**src/rtl/miDirPkg.sv**
```systemverilog
package miDirPkg;

  typedef enum logic [3:0] {
    ST_I, ST_M, ST_IM, ST_MI, ST_ID, ST_IDW,
    ST_DRD, ST_DWR, ST_DRDI, ST_DWRI
  } lineSt_e;

  localparam logic [1:0] KIND_PUTX = 2'd2;

  typedef struct packed {
    logic fwd;
    logic fwdInv;
    logic cacheData;
    logic wbAck;
    logic memRd;
    logic memWr;
    logic memWrDmaMask;
    logic memWrMerge;
    logic dmaRd;
    logic dmaRdFromReq;
    logic dmaWr;
    logic tbeLoad;
    logic tbeOwner;
  } strobe_t;

endpackage

```
**src/rtl/miDirCtl.sv**
```systemverilog
module miDirCtl
  import miDirPkg::*;
#(
  parameter int NUM_LINES = 4,
  parameter int NODE_W    = 2,
  localparam int LINE_W   = $clog2(NUM_LINES)
) (
  input  logic              clk,
  input  logic              rstN,
  input  logic              reqValid,
  input  logic [1:0]        reqKind,
  input  logic [NODE_W-1:0] reqSrc,
  input  logic [LINE_W-1:0] reqLine,
  input  logic              dmaValid,
  input  logic              dmaWrite,
  input  logic [LINE_W-1:0] dmaLine,
  input  logic              memAckValid,
  input  logic [LINE_W-1:0] memAckLine,
  output logic              reqReady,
  output logic              dmaReady,
  output strobe_t           stb,
  output logic [LINE_W-1:0] evLine,
  output logic [NODE_W-1:0] evOwner
);

  lineSt_e           stQ  [NUM_LINES];
  logic [NODE_W-1:0] ownQ [NUM_LINES];

  lineSt_e stNext, cur, dCur;
  logic    upd, setOwn, isPut, fromOwner;

  always_comb begin
    stb       = '0;
    reqReady  = 1'b0;
    dmaReady  = 1'b0;
    upd       = 1'b0;
    setOwn    = 1'b0;
    stNext    = ST_I;
    evLine    = memAckLine;
    cur       = stQ[reqLine];
    dCur      = stQ[dmaLine];
    isPut     = (reqKind == KIND_PUTX);
    fromOwner = (reqSrc == ownQ[reqLine]);
    if (memAckValid) begin
      upd = 1'b1;
      case (stQ[memAckLine])
        ST_IM:   begin stb.cacheData = 1'b1; stNext = ST_M; end
        ST_MI:   stb.wbAck = 1'b1;
        ST_DRDI: stb.wbAck = 1'b1;
        ST_ID:   stb.dmaRd = 1'b1;
        ST_IDW:  stb.dmaWr = 1'b1;
        ST_DWRI: begin stb.wbAck = 1'b1; stb.dmaWr = 1'b1; end
        default: upd = 1'b0;
      endcase
    end else begin
      evLine = reqLine;
      if (reqValid) begin
        case (cur)
          ST_I: begin
            reqReady = 1'b1;
            if (!isPut) begin
              stb.memRd = 1'b1; upd = 1'b1; stNext = ST_IM; setOwn = 1'b1;
            end
          end
          ST_M: begin
            reqReady = 1'b1;
            if (!isPut) begin
              stb.fwd = 1'b1; setOwn = 1'b1;
            end else if (fromOwner) begin
              stb.memWr = 1'b1; stb.tbeOwner = 1'b1; upd = 1'b1; stNext = ST_MI;
            end
          end
          ST_DRD, ST_DWR: begin
            if (isPut) begin
              reqReady = 1'b1;
              if (fromOwner) begin
                stb.memWr = 1'b1; stb.tbeOwner = 1'b1; upd = 1'b1;
                if (cur == ST_DRD) begin
                  stb.dmaRd = 1'b1; stb.dmaRdFromReq = 1'b1; stNext = ST_DRDI;
                end else begin
                  stb.memWrMerge = 1'b1; stNext = ST_DWRI;
                end
              end
            end
          end
          default: ;
        endcase
      end
      if (!reqReady && dmaValid && (dCur == ST_I || dCur == ST_M)) begin
        dmaReady = 1'b1;
        evLine   = dmaLine;
        upd      = 1'b1;
        if (dCur == ST_I) begin
          if (dmaWrite) begin
            stb.memWr = 1'b1; stb.memWrDmaMask = 1'b1; stNext = ST_IDW;
          end else begin
            stb.memRd = 1'b1; stNext = ST_ID;
          end
        end else begin
          stb.fwd = 1'b1; stb.fwdInv = 1'b1; stb.tbeLoad = 1'b1;
          stNext = dmaWrite ? ST_DWR : ST_DRD;
        end
      end
    end
    evOwner = ownQ[evLine];
  end

  always_ff @(posedge clk) begin
    if (!rstN) begin
      for (int i = 0; i < NUM_LINES; i++) begin
        stQ[i]  <= ST_I;
        ownQ[i] <= '0;
      end
    end else begin
      if (upd)    stQ[evLine]  <= stNext;
      if (setOwn) ownQ[evLine] <= reqSrc;
    end
  end

endmodule

```
**src/rtl/miDirDp.sv**
```systemverilog
module miDirDp
  import miDirPkg::*;
#(
  parameter int NUM_LINES  = 4,
  parameter int LINE_BYTES = 8,
  parameter int NODE_W     = 2,
  parameter int DIR_ID     = 3,
  localparam int LINE_W    = $clog2(NUM_LINES),
  localparam int OFF_W     = $clog2(LINE_BYTES),
  localparam int LEN_W     = OFF_W + 1,
  localparam int DATA_W    = 8 * LINE_BYTES
) (
  input  logic                  clk,
  input  logic                  rstN,
  input  strobe_t               stb,
  input  logic [LINE_W-1:0]     evLine,
  input  logic [NODE_W-1:0]     evOwner,
  input  logic [NODE_W-1:0]     reqSrc,
  input  logic [DATA_W-1:0]     reqData,
  input  logic [OFF_W-1:0]      dmaOffset,
  input  logic [LEN_W-1:0]      dmaLen,
  input  logic [DATA_W-1:0]     dmaData,
  input  logic [DATA_W-1:0]     memAckData,
  output logic                  fwdValid,
  output logic                  fwdInv,
  output logic [NODE_W-1:0]     fwdDest,
  output logic [NODE_W-1:0]     fwdRequester,
  output logic [LINE_W-1:0]     fwdLine,
  output logic                  cacheDataValid,
  output logic [NODE_W-1:0]     cacheDataDest,
  output logic [LINE_W-1:0]     cacheDataLine,
  output logic [DATA_W-1:0]     cacheData,
  output logic                  wbAckValid,
  output logic [NODE_W-1:0]     wbAckDest,
  output logic [LINE_W-1:0]     wbAckLine,
  output logic                  memReqValid,
  output logic                  memReqWrite,
  output logic [LINE_W-1:0]     memReqLine,
  output logic [LINE_BYTES-1:0] memReqMask,
  output logic [DATA_W-1:0]     memReqData,
  output logic                  dmaRespValid,
  output logic                  dmaRespWrite,
  output logic [LINE_W-1:0]     dmaRespLine,
  output logic [DATA_W-1:0]     dmaRespData
);

  logic [OFF_W-1:0]  tOff  [NUM_LINES];
  logic [LEN_W-1:0]  tLen  [NUM_LINES];
  logic [DATA_W-1:0] tData [NUM_LINES];
  logic [NODE_W-1:0] tOwn  [NUM_LINES];

  function automatic logic [LINE_BYTES-1:0] spanMask(input logic [OFF_W-1:0] off,
                                                     input logic [LEN_W-1:0] len);
    int lo, hi;
    lo = int'(off);
    hi = lo + int'(len);
    for (int i = 0; i < LINE_BYTES; i++) spanMask[i] = (i >= lo) && (i < hi);
  endfunction

  logic [LINE_BYTES-1:0] dmaMask, tbeMask;
  logic [DATA_W-1:0]     mergedLine;

  always_comb begin
    dmaMask = spanMask(dmaOffset, dmaLen);
    tbeMask = spanMask(tOff[evLine], tLen[evLine]);
  end

  for (genvar b = 0; b < LINE_BYTES; b++) begin : gMerge
    assign mergedLine[8*b +: 8] = tbeMask[b] ? tData[evLine][8*b +: 8] : reqData[8*b +: 8];
  end

  always_ff @(posedge clk) begin
    if (stb.tbeLoad) begin
      tOff[evLine]  <= dmaOffset;
      tLen[evLine]  <= dmaLen;
      tData[evLine] <= dmaData;
    end
    if (stb.tbeOwner) tOwn[evLine] <= reqSrc;
  end

  always_ff @(posedge clk) begin
    if (!rstN) begin
      fwdValid <= 1'b0; fwdInv <= 1'b0; fwdDest <= '0; fwdRequester <= '0; fwdLine <= '0;
      cacheDataValid <= 1'b0; cacheDataDest <= '0; cacheDataLine <= '0; cacheData <= '0;
      wbAckValid <= 1'b0; wbAckDest <= '0; wbAckLine <= '0;
      memReqValid <= 1'b0; memReqWrite <= 1'b0; memReqLine <= '0; memReqMask <= '0;
      memReqData <= '0;
      dmaRespValid <= 1'b0; dmaRespWrite <= 1'b0; dmaRespLine <= '0; dmaRespData <= '0;
    end else begin
      fwdValid       <= stb.fwd;
      fwdInv         <= stb.fwdInv;
      fwdDest        <= evOwner;
      fwdRequester   <= stb.fwdInv ? NODE_W'(DIR_ID) : reqSrc;
      fwdLine        <= evLine;
      cacheDataValid <= stb.cacheData;
      cacheDataDest  <= evOwner;
      cacheDataLine  <= evLine;
      cacheData      <= memAckData;
      wbAckValid     <= stb.wbAck;
      wbAckDest      <= tOwn[evLine];
      wbAckLine      <= evLine;
      memReqValid    <= stb.memRd | stb.memWr;
      memReqWrite    <= stb.memWr;
      memReqLine     <= evLine;
      memReqMask     <= stb.memWrDmaMask ? dmaMask : {LINE_BYTES{stb.memWr}};
      memReqData     <= stb.memWrDmaMask ? dmaData : (stb.memWrMerge ? mergedLine : reqData);
      dmaRespValid   <= stb.dmaRd | stb.dmaWr;
      dmaRespWrite   <= stb.dmaWr;
      dmaRespLine    <= evLine;
      dmaRespData    <= stb.dmaRdFromReq ? reqData : memAckData;
    end
  end

endmodule

```
**src/rtl/miDirectory.sv**
```systemverilog
module miDirectory
  import miDirPkg::*;
#(
  parameter int NUM_LINES  = 4,
  parameter int LINE_BYTES = 8,
  parameter int NODE_W     = 2,
  parameter int DIR_ID     = 3,
  localparam int LINE_W    = $clog2(NUM_LINES),
  localparam int OFF_W     = $clog2(LINE_BYTES),
  localparam int LEN_W     = OFF_W + 1,
  localparam int DATA_W    = 8 * LINE_BYTES
) (
  input  logic                  clk,
  input  logic                  rstN,
  input  logic                  reqValid,
  output logic                  reqReady,
  input  logic [1:0]            reqKind,
  input  logic [NODE_W-1:0]     reqSrc,
  input  logic [LINE_W-1:0]     reqLine,
  input  logic [DATA_W-1:0]     reqData,
  input  logic                  dmaValid,
  output logic                  dmaReady,
  input  logic                  dmaWrite,
  input  logic [LINE_W-1:0]     dmaLine,
  input  logic [OFF_W-1:0]      dmaOffset,
  input  logic [LEN_W-1:0]      dmaLen,
  input  logic [DATA_W-1:0]     dmaData,
  input  logic                  memAckValid,
  input  logic [LINE_W-1:0]     memAckLine,
  input  logic [DATA_W-1:0]     memAckData,
  output logic                  fwdValid,
  output logic                  fwdInv,
  output logic [NODE_W-1:0]     fwdDest,
  output logic [NODE_W-1:0]     fwdRequester,
  output logic [LINE_W-1:0]     fwdLine,
  output logic                  cacheDataValid,
  output logic [NODE_W-1:0]     cacheDataDest,
  output logic [LINE_W-1:0]     cacheDataLine,
  output logic [DATA_W-1:0]     cacheData,
  output logic                  wbAckValid,
  output logic [NODE_W-1:0]     wbAckDest,
  output logic [LINE_W-1:0]     wbAckLine,
  output logic                  memReqValid,
  output logic                  memReqWrite,
  output logic [LINE_W-1:0]     memReqLine,
  output logic [LINE_BYTES-1:0] memReqMask,
  output logic [DATA_W-1:0]     memReqData,
  output logic                  dmaRespValid,
  output logic                  dmaRespWrite,
  output logic [LINE_W-1:0]     dmaRespLine,
  output logic [DATA_W-1:0]     dmaRespData
);

  strobe_t           stb;
  logic [LINE_W-1:0] evLine;
  logic [NODE_W-1:0] evOwner;

  miDirCtl #(.NUM_LINES(NUM_LINES), .NODE_W(NODE_W)) u_ctl (
    .clk(clk), .rstN(rstN),
    .reqValid(reqValid), .reqKind(reqKind), .reqSrc(reqSrc), .reqLine(reqLine),
    .dmaValid(dmaValid), .dmaWrite(dmaWrite), .dmaLine(dmaLine),
    .memAckValid(memAckValid), .memAckLine(memAckLine),
    .reqReady(reqReady), .dmaReady(dmaReady),
    .stb(stb), .evLine(evLine), .evOwner(evOwner)
  );

  miDirDp #(.NUM_LINES(NUM_LINES), .LINE_BYTES(LINE_BYTES), .NODE_W(NODE_W),
            .DIR_ID(DIR_ID)) u_dp (
    .clk(clk), .rstN(rstN), .stb(stb), .evLine(evLine), .evOwner(evOwner),
    .reqSrc(reqSrc), .reqData(reqData),
    .dmaOffset(dmaOffset), .dmaLen(dmaLen), .dmaData(dmaData),
    .memAckData(memAckData),
    .fwdValid(fwdValid), .fwdInv(fwdInv), .fwdDest(fwdDest),
    .fwdRequester(fwdRequester), .fwdLine(fwdLine),
    .cacheDataValid(cacheDataValid), .cacheDataDest(cacheDataDest),
    .cacheDataLine(cacheDataLine), .cacheData(cacheData),
    .wbAckValid(wbAckValid), .wbAckDest(wbAckDest), .wbAckLine(wbAckLine),
    .memReqValid(memReqValid), .memReqWrite(memReqWrite), .memReqLine(memReqLine),
    .memReqMask(memReqMask), .memReqData(memReqData),
    .dmaRespValid(dmaRespValid), .dmaRespWrite(dmaRespWrite),
    .dmaRespLine(dmaRespLine), .dmaRespData(dmaRespData)
  );

endmodule

```
**config.mk**
```make
export PLATFORM = sky130hd
export DESIGN_NAME = miDirectory
export DESIGN_NICKNAME = d
export VERILOG_FILES = /design/src/rtl/miDirPkg.sv /design/src/rtl/miDirCtl.sv /design/src/rtl/miDirDp.sv /design/src/rtl/miDirectory.sv
export SDC_FILE = /design/constraint.sdc
export NUM_CORES = 1
export LEC_CHECK = 0
export BUFFER_PORTS_ARGS = -buffer_cell sky130_fd_sc_hd__buf_2
export CORE_MARGIN = 2
export CORE_UTILIZATION = 54
export DETAILED_ROUTE_END_ITERATION = 6
export PLACE_DENSITY = 0.9
export SYNTH_ARGS = -nofsm -noshare
export SYNTH_HDL_FRONTEND = slang
export SYNTH_SLANG_ARGS = --single-unit
```
**constraint.sdc**
```tcl
create_clock -name clk -period 7.8 [get_ports clk]
set_input_delay 0.78 -clock clk [delete_from_list [all_inputs] [get_ports clk]]
set_output_delay 0.78 -clock clk [all_outputs]
set_load 0.01 [all_outputs]
```
---- Word-level counts from Yosys, hierarchy flattened ----
Memories as Yosys holds them, arrays and structs flattened. A register that Yosys moved wholly into a read port is not among the register bits.
Index checks and enable logic that the tools add are counted.
operators by class
  $add $sub $neg .......................... 2
  div/mod/pow operators ................... 0
  bitwise logic cells ..................... 3
  mux-type cells .......................... 94
  shift-type cells ........................ 0
  $lt $le $gt $ge ......................... 30
  equal/unequal tests ..................... 12
  multipliers ............................. 0
  reduce and logical (&&, ||, !) cells .... 32
operators with widths
  operator             number
  $lt 4x32->1 const A  8
  $mux 64              3
  $lt 3x32->1 const A  4
  $mux 8               9
  $lt 1x32->1 const A  2
  $lt 2x32->1 const A  2
  $mux 1               50
  $mux 4               9
  $mux 2               14
  $ge 3x3->1 const A   6
  $mux 3               6
  $eq 4x3->1 const B   4
  $logic_and 1x1->1    16
  $ge 1x3->1 const A   4
  $ge 2x3->1 const A   4
  $pmux 4 s3           1
  $add 3x4->5          2
  $reduce_or 2->1      5
  $eq 4x1->1 const B   2
  $eq 4x2->1 const B   2
  $eq 4x4->1 const B   2
  $logic_not 4->1      2
  $reduce_or 3->1      2
  $reduce_or 6->1      1
  9 further kinds      13
word-level totals
  latch bits .............................. 0
  memories kept ........................... 6
  bits in read-only memories .............. 0
  memory bits (writable) .................. 316
  logic and storage cells ................. 193
  input bits .............................. 215
  output and inout port bits .............. 228
  bits in registers ....................... 212
memory list
  memory      depth  width  read ports  clocked after Yosys merged registers in  write ports  line            RTL
  u_dp.tData  4      64     1           0                                        1            miDirDp.sv:49   logic [DATA_W-1:0] tData [NUM_LINES];
  u_ctl.stQ   4      4      3           0                                        4            miDirCtl.sv:26  lineSt_e stQ [NUM_LINES];
  u_dp.tLen   4      4      1           0                                        1            miDirDp.sv:48   logic [LEN_W-1:0] tLen [NUM_LINES];
  u_dp.tOff   4      3      1           0                                        1            miDirDp.sv:47   logic [OFF_W-1:0] tOff [NUM_LINES];
  u_ctl.ownQ  4      2      2           1                                        4            miDirCtl.sv:27  logic [NODE_W-1:0] ownQ [NUM_LINES];
  u_dp.tOwn   4      2      1           1                                        1            miDirDp.sv:50   logic [NODE_W-1:0] tOwn [NUM_LINES];

---- Longest topological paths before layout ----
An unclocked memory read counts as a cell.
  word-level depth ........................ 18
  gate-level depth with buffers ........... 24
  mapped depth without buffers ............ 18

---- Modules after synthesis ----
A second synthesis with hierarchy kept.
unflattened totals
  cell total of the unflattened synthesis .. 1365
  area total of the unflattened synthesis .. 20763.7 um2
by module, submodules not included
  module    sequential area each (um2)  times used  cells each  area each (um2)
  miDirDp   13092.6                     1           1197        18948.2
  miDirCtl  720.7                       1           168         1815.5

---- Worst setup path after synthesis ----
No wires, ideal clock.
  path type ............................... input to register
  start ................................... input reqLine[0]
  end ..................................... memory u_dp.tData[2][0] (netlist name) (enable)
  slack ................................... 586 ps
  path buffers ............................ 5
  library setup time ...................... 501 ps
  cell stages on the path ................. 12
  required time ........................... 7299 ps
  data arrival time ....................... 6713 ps
  cell sequence ........................... buf_6 mux4_2 nor2b_4 nand3_4 and3_4 a221oi_2 clkbuf_1 clkbuf_1 buf_1 clkbuf_1 nand2_1 nor2_1
on the way
  longest elaborated chain between the ends .. 13
  elaborated cells on any way between the ends .. 19
  those cells by class .................... eq/ne: 3; mux: 9; reduce/logical: 6; memory: 1
ends and longest elaborated chain
  item                                      line               RTL
  from (decl)                               miDirectory.sv:19  input logic [LINE_W-1:0] reqLine,
  $mem_v2 4x4                               n/a
  $eq 4x3->1, or another cell as far along  miDirCtl.sv:58     case (cur)
  $reduce_or 2->1 (on tied branches)        n/a
  $pmux 1 s2                                miDirCtl.sv:58
  $mux 1                                    miDirCtl.sv:57     if (reqValid) begin
  $mux 1                                    miDirCtl.sv:44     if (memAckValid) begin
  $logic_not 1->1                           miDirCtl.sv:89     if (!reqReady && dmaValid && (dCur == ST_I || dCur == ST_M)) begin
  $logic_and 1x1->1 (2 in series)           miDirCtl.sv:89
  $mux 1                                    miDirCtl.sv:89
  $mux 2                                    miDirCtl.sv:44
  $mux 1                                    miDirDp.sv:73      if (stb.tbeLoad) begin
  $mux 1 (not written as such)              miDirDp.sv:76      tData[evLine] <= dmaData;
  to (decl)                                 miDirDp.sv:49
Parallel ways exist; a longest one is shown, timed or not. The select of a mux whose other input is x is not followed.

---- Final worst setup path ----
  start ................................... input reqLine[0]
  end ..................................... register u_dp.memReqData[1]
on the way
  longest elaborated chain between the ends .. 18
  elaborated cells on any way between the ends .. 34
  those cells by class .................... add/sub: 1; order compare: 2; eq/ne: 4; mux: 15; reduce/logical: 7; memory: 5
ends and longest elaborated chain
  item                                               line            RTL
  $mem_v2 4x4                                        n/a
  $eq 4x3->1, or another cell as far along           miDirCtl.sv:58
  $reduce_or 2->1 (on tied branches)                 n/a
  $pmux 1 s2                                         miDirCtl.sv:58
  $mux 1                                             miDirCtl.sv:57
  $mux 1                                             miDirCtl.sv:44
  $logic_not 1->1                                    miDirCtl.sv:89
  $logic_and 1x1->1 (2 in series)                    miDirCtl.sv:89
  $mux 2                                             miDirCtl.sv:89
  $mux 2                                             miDirCtl.sv:44
  $mem_v2 4x3 / $mem_v2 4x4 (equally long branches)  n/a
  $add 3x4->5                                        miDirDp.sv:56   hi = lo + int'(len);
  $lt 1x32->1                                        miDirDp.sv:57   for (int i = 0; i < LINE_BYTES; i++) spanMask[i] = (i >= lo) && (i < hi);
  $logic_and 1x1->1                                  miDirDp.sv:57
  $mux 8                                             miDirDp.sv:69   assign mergedLine[8*b +: 8] = tbeMask[b] ? tData[evLine][8*b +: 8] : reqData[8*b +: 8];
  $mux 64                                            miDirDp.sv:106  memReqData <= stb.memWrDmaMask ? dmaData : (stb.memWrMerge ? mergedLine : reqData);
  $mux 64 (*)                                        miDirDp.sv:106
  to (signal assigned)                               miDirDp.sv:106
  to (decl)                                          miDirDp.sv:40   output logic [DATA_W-1:0] memReqData,
Every way passes the cells marked *; elsewhere a longest branch is shown, timed or not. The select of a mux whose other input is x is not followed.
A chain may end at the register's enable or synchronous reset.

==> results.md <==
- Status: completed
- Core area: 37840 um2
- Reg2reg path depth: 16
- Final hold vios: 0
- Total Routing Usage GR: 28.22%
- Worst Tran Pin Value: 1193 ps
- PostCTS Resize Cnt: 0
- Row cnt: 71
- CTS clk-pin slew, worst paths: 60 ps
- Synth cell types: 69
- Rel. slew slack: 20.46%
- Tcrit/Tclk final: 73.69%
- CTS Hold Bufs: 0
- Final setup violation count: 0
- First-pass GRT wire length: 88170 um
- Inst Count DP: 2682
- I/O Pins: 443
- Primary FF master, synth: edfxtp_1
- Hold slack: 401.7 ps
- MaxCap Viol Count: 0
- CP Data Required Time: 8220 ps
- Final WL: 58450 um
- Post-synthesis sequential area ratio: 66.25%
- Min-delay worst type: in -> reg
- Remaining DRCs: 0
- Routability cong.: 0.9394
- 1st-pass router iterations: 5
- CTS Buffer Depth: 3
- Synth Register Bits: 532
- Pwr Density: 251.1 nW/um2
- R2r setup slk: 2060 ps
- Storage element area: 13810 um2
- Async S/R FF share, synth: 0%
- Antenna-violating nets left: 0
- Avg Vias per Cell: 5.689
- Min cycle time layout: 5747 ps
- Largest net degree at the start of global routing: 108
- CTS tree: yes
- Startpoint types: input port
- Gr ovfl total: 0
- Gate Count Post-Synth: 1835
- Hold EP: u_dp.cacheData[12]
- Num CTS Buffers: 52
- RSZ-0062 raised after global routing: no
- # port buffers: 442
- Peak supply drop: 0.1595 mV
- Setup TNS Final: 0 ps
- CP max FO: 72
- Via count: 15843
- Y dimension of the die: 200.5 um
- WS Path Type: in -> reg
- Root Buffer: clkbuf_16
- Die X: 200.5 um
- Skew-Pair Late Insertion Delay: 600 ps
- Layout cells sized above 1: 25.85%
- Post-DP HPWL: 38750 um
- Area of the mapped netlist: 20850 um2
- Post-synth EDFFs: 316
- HP Start: memAckData[12]
- Fmax: 0.1740 GHz
- Final std cells w/o fill: 2785
- R2R Path End: u_dp.memReqData[1]
- Sink Count: 532
- Nets: 2446
- Clock skew: 29.49 ps
- Fill cells: 2742
- Vias in the first global route: 15571
- Initial DRC count: 1398
- # Post-CTS Setup Buffers: 0
- Avg Inst Size Synth: 11.36 um2
- H-Tree Depth: 2
- YS warnings: 0
- Initial Util: 55.10%
- Syn-to-layout area delta: 20.68%
- Routed len/inst: 20.99 um
- Net Count, Synth: 2056
- Max Slew Vio Count: 0
- Antenna violations before repair: 5
- Hold depth: 2
- Die area: 40200 um2
- Multi-input gate area: 6530 um2
- Static Leak: 10.57 nW
- WP data arrival: 6170 ps
- Worst setup EP type: flip-flop
- R2R Path Start: u_ctl.stQ[0][1]
[layout make-up]
class | count | area share [%]
clock buffer | 65 | 5.604
clock inverter | 31 | 1.338
antenna | 7 | 0.06961
inverter | 14 | 0.2138
sequential | 532 | 54.90
tap | 511 | 2.541
multi-input combinational | 1165 | 25.95
timing repair buffer | 460 | 9.388
[flip-flops by register name (all words and copies together), names as in the netlist, 8 cells and up]
signal and cells:
u_dp.tData 256, u_dp.cacheData 64, u_dp.dmaRespData 64, u_dp.memReqData 64, u_ctl.stQ 16, u_dp.tLen 16, u_dp.tOff 12, u_ctl.ownQ 8
u_dp.memReqMask 8, u_dp.tOwn 8
[cell families (layout without fill, tap and decap cells)]
| kind of cell | Yosys count | in the layout | synth area share [%] |
|---|---|---|---|
| AND/OR/NAND/NOR | 737 | 737 | 15.76 |
| flip-flops | 532 | 532 | 66.25 |
| AO/OA/AOI/OAI | 316 | 316 | 9.085 |
| buffers and inverters | 138 | 570 | 2.838 |
| multiplexers | 93 | 93 | 5.100 |
| adder cells (fa/ha/maj) | 10 | 10 | 0.5881 |
| XOR/XNOR | 9 | 9 | 0.3781 |
| other | 0 | 7 | 0 |
[worst max-delay path by stage]
stage	start	slack, ps	end	cells after the start
3_5_place_dp	reqLine[0]	1450	u_dp.memReqData[4]	17
6_report	reqLine[0]	2050	u_dp.memReqData[1]	17
2_1_floorplan	reqLine[0]	590	u_dp.tData[2][0]	12
4_1_cts	u_ctl.stQ[0][1]	2080	u_dp.memReqData[1]	16
3_3_place_gp	reqLine[0]	1740	u_dp.memReqData[50]	16
5_1_grt	reqLine[0]	1680	u_dp.memReqData[2]	17
[Yosys cell counts, types with 3 or more instances]
cell type	n	share of area, %
nand2_1	450	8.1
edfxtp_1	316	46
dfxtp_1	216	21
a21oi_1	138	3.3
clkbuf_1	93	1.7
o21ai_0	75	1.8
mux2i_1	71	3.4
and2_1	70	2.1
nor2_1	68	1.2
nand3_1	51	1.2
and3_1	49	1.5
a31oi_1	46	1.4
o211ai_1	17	0.61
inv_1	14	0.25
buf_1	12	0.22
buf_4	10	0.36
mux4_2	9	0.97
mux2_2	8	0.43
nand2b_1	8	0.24
nand4_1	8	0.24
xnor2_1	8	0.34
nor3_1	7	0.17
a2bb2oi_1	5	0.21
buf_2	5	0.12
ha_1	5	0.30
a211o_1	4	0.17
a311oi_1	4	0.17
buf_6	4	0.22
maj3_1	4	0.19
mux2_1	4	0.22
nor2b_1	3	0.090
nor4_1	3	0.090
or2_2	3	0.090
or3_1	3	0.090
or4_1	3	0.11
[worst max-delay path, stage by stage]
cell and delay [ps]:
buf_2 250, mux4_2 570, nor2b_4 170, nand3_4 120, a311oi_2 430, a221o_4 750
mux2i_1 170, mux2i_1 320, ha_1 390, ha_1 320, nand2_1 130, o21ai_0 200
a22o_1 160, a2111o_1 340, o31a_1 630, mux2i_1 290, a21oi_1 90
[cells in the final DEF, fill, tap and decap left out, drive strengths merged, types with 5 or more instances in the layout]
cell | netlist | routed
a21oi | 139 | 139
a2bb2oi | 5 | 5
a311oi | 5 | 5
a31oi | 46 | 46
and2 | 70 | 70
and3 | 50 | 50
buf | 31 | 460
bufinv | 0 | 7
clkbuf | 93 | 65
clkinv | 0 | 21
dfxtp | 216 | 216
diode | 0 | 7
edfxtp | 316 | 316
ha | 5 | 5
inv | 14 | 14
mux2 | 13 | 13
mux2i | 71 | 71
mux4 | 9 | 9
nand2 | 450 | 450
nand2b | 8 | 8
nand3 | 53 | 53
nand4 | 8 | 8
nor2 | 68 | 68
nor3 | 7 | 7
o211ai | 18 | 18
o21ai | 78 | 78
xnor2 | 8 | 8
[layer usage]
metal  GRT usage (%)  up-vias  part of all wire (%)
li1                -     7257                     -
met3           4.951      113                   8.2
met2           49.75      836                    51
met1           35.06     7637                    38
met5               0        -                     0
met4           9.921        0                   2.9
[report_power, final]
group          internal, W  switching, W
logic             0.000239      0.000425
clock network      0.00151       0.00105
registers          0.00307     0.0000338
[stage by stage]
step / power, W / area [um2] / setup WS, ps / util, %
floorplan: 0.003542 / 20850 / 586.2 / -
finish: 0.006320 / 25160 / 2053 / 66.49
CTS: 0.006342 / 25150 / 2078 / 66.45
global route: 0.006524 / 25160 / 1678 / 66.47
global placement: 0.003792 / 23400 / 1738 / 61.83
detailed placement: 0.003814 / 23400 / 1446 / 61.83
Note: power is estimated with default switching activity, not from simulation.
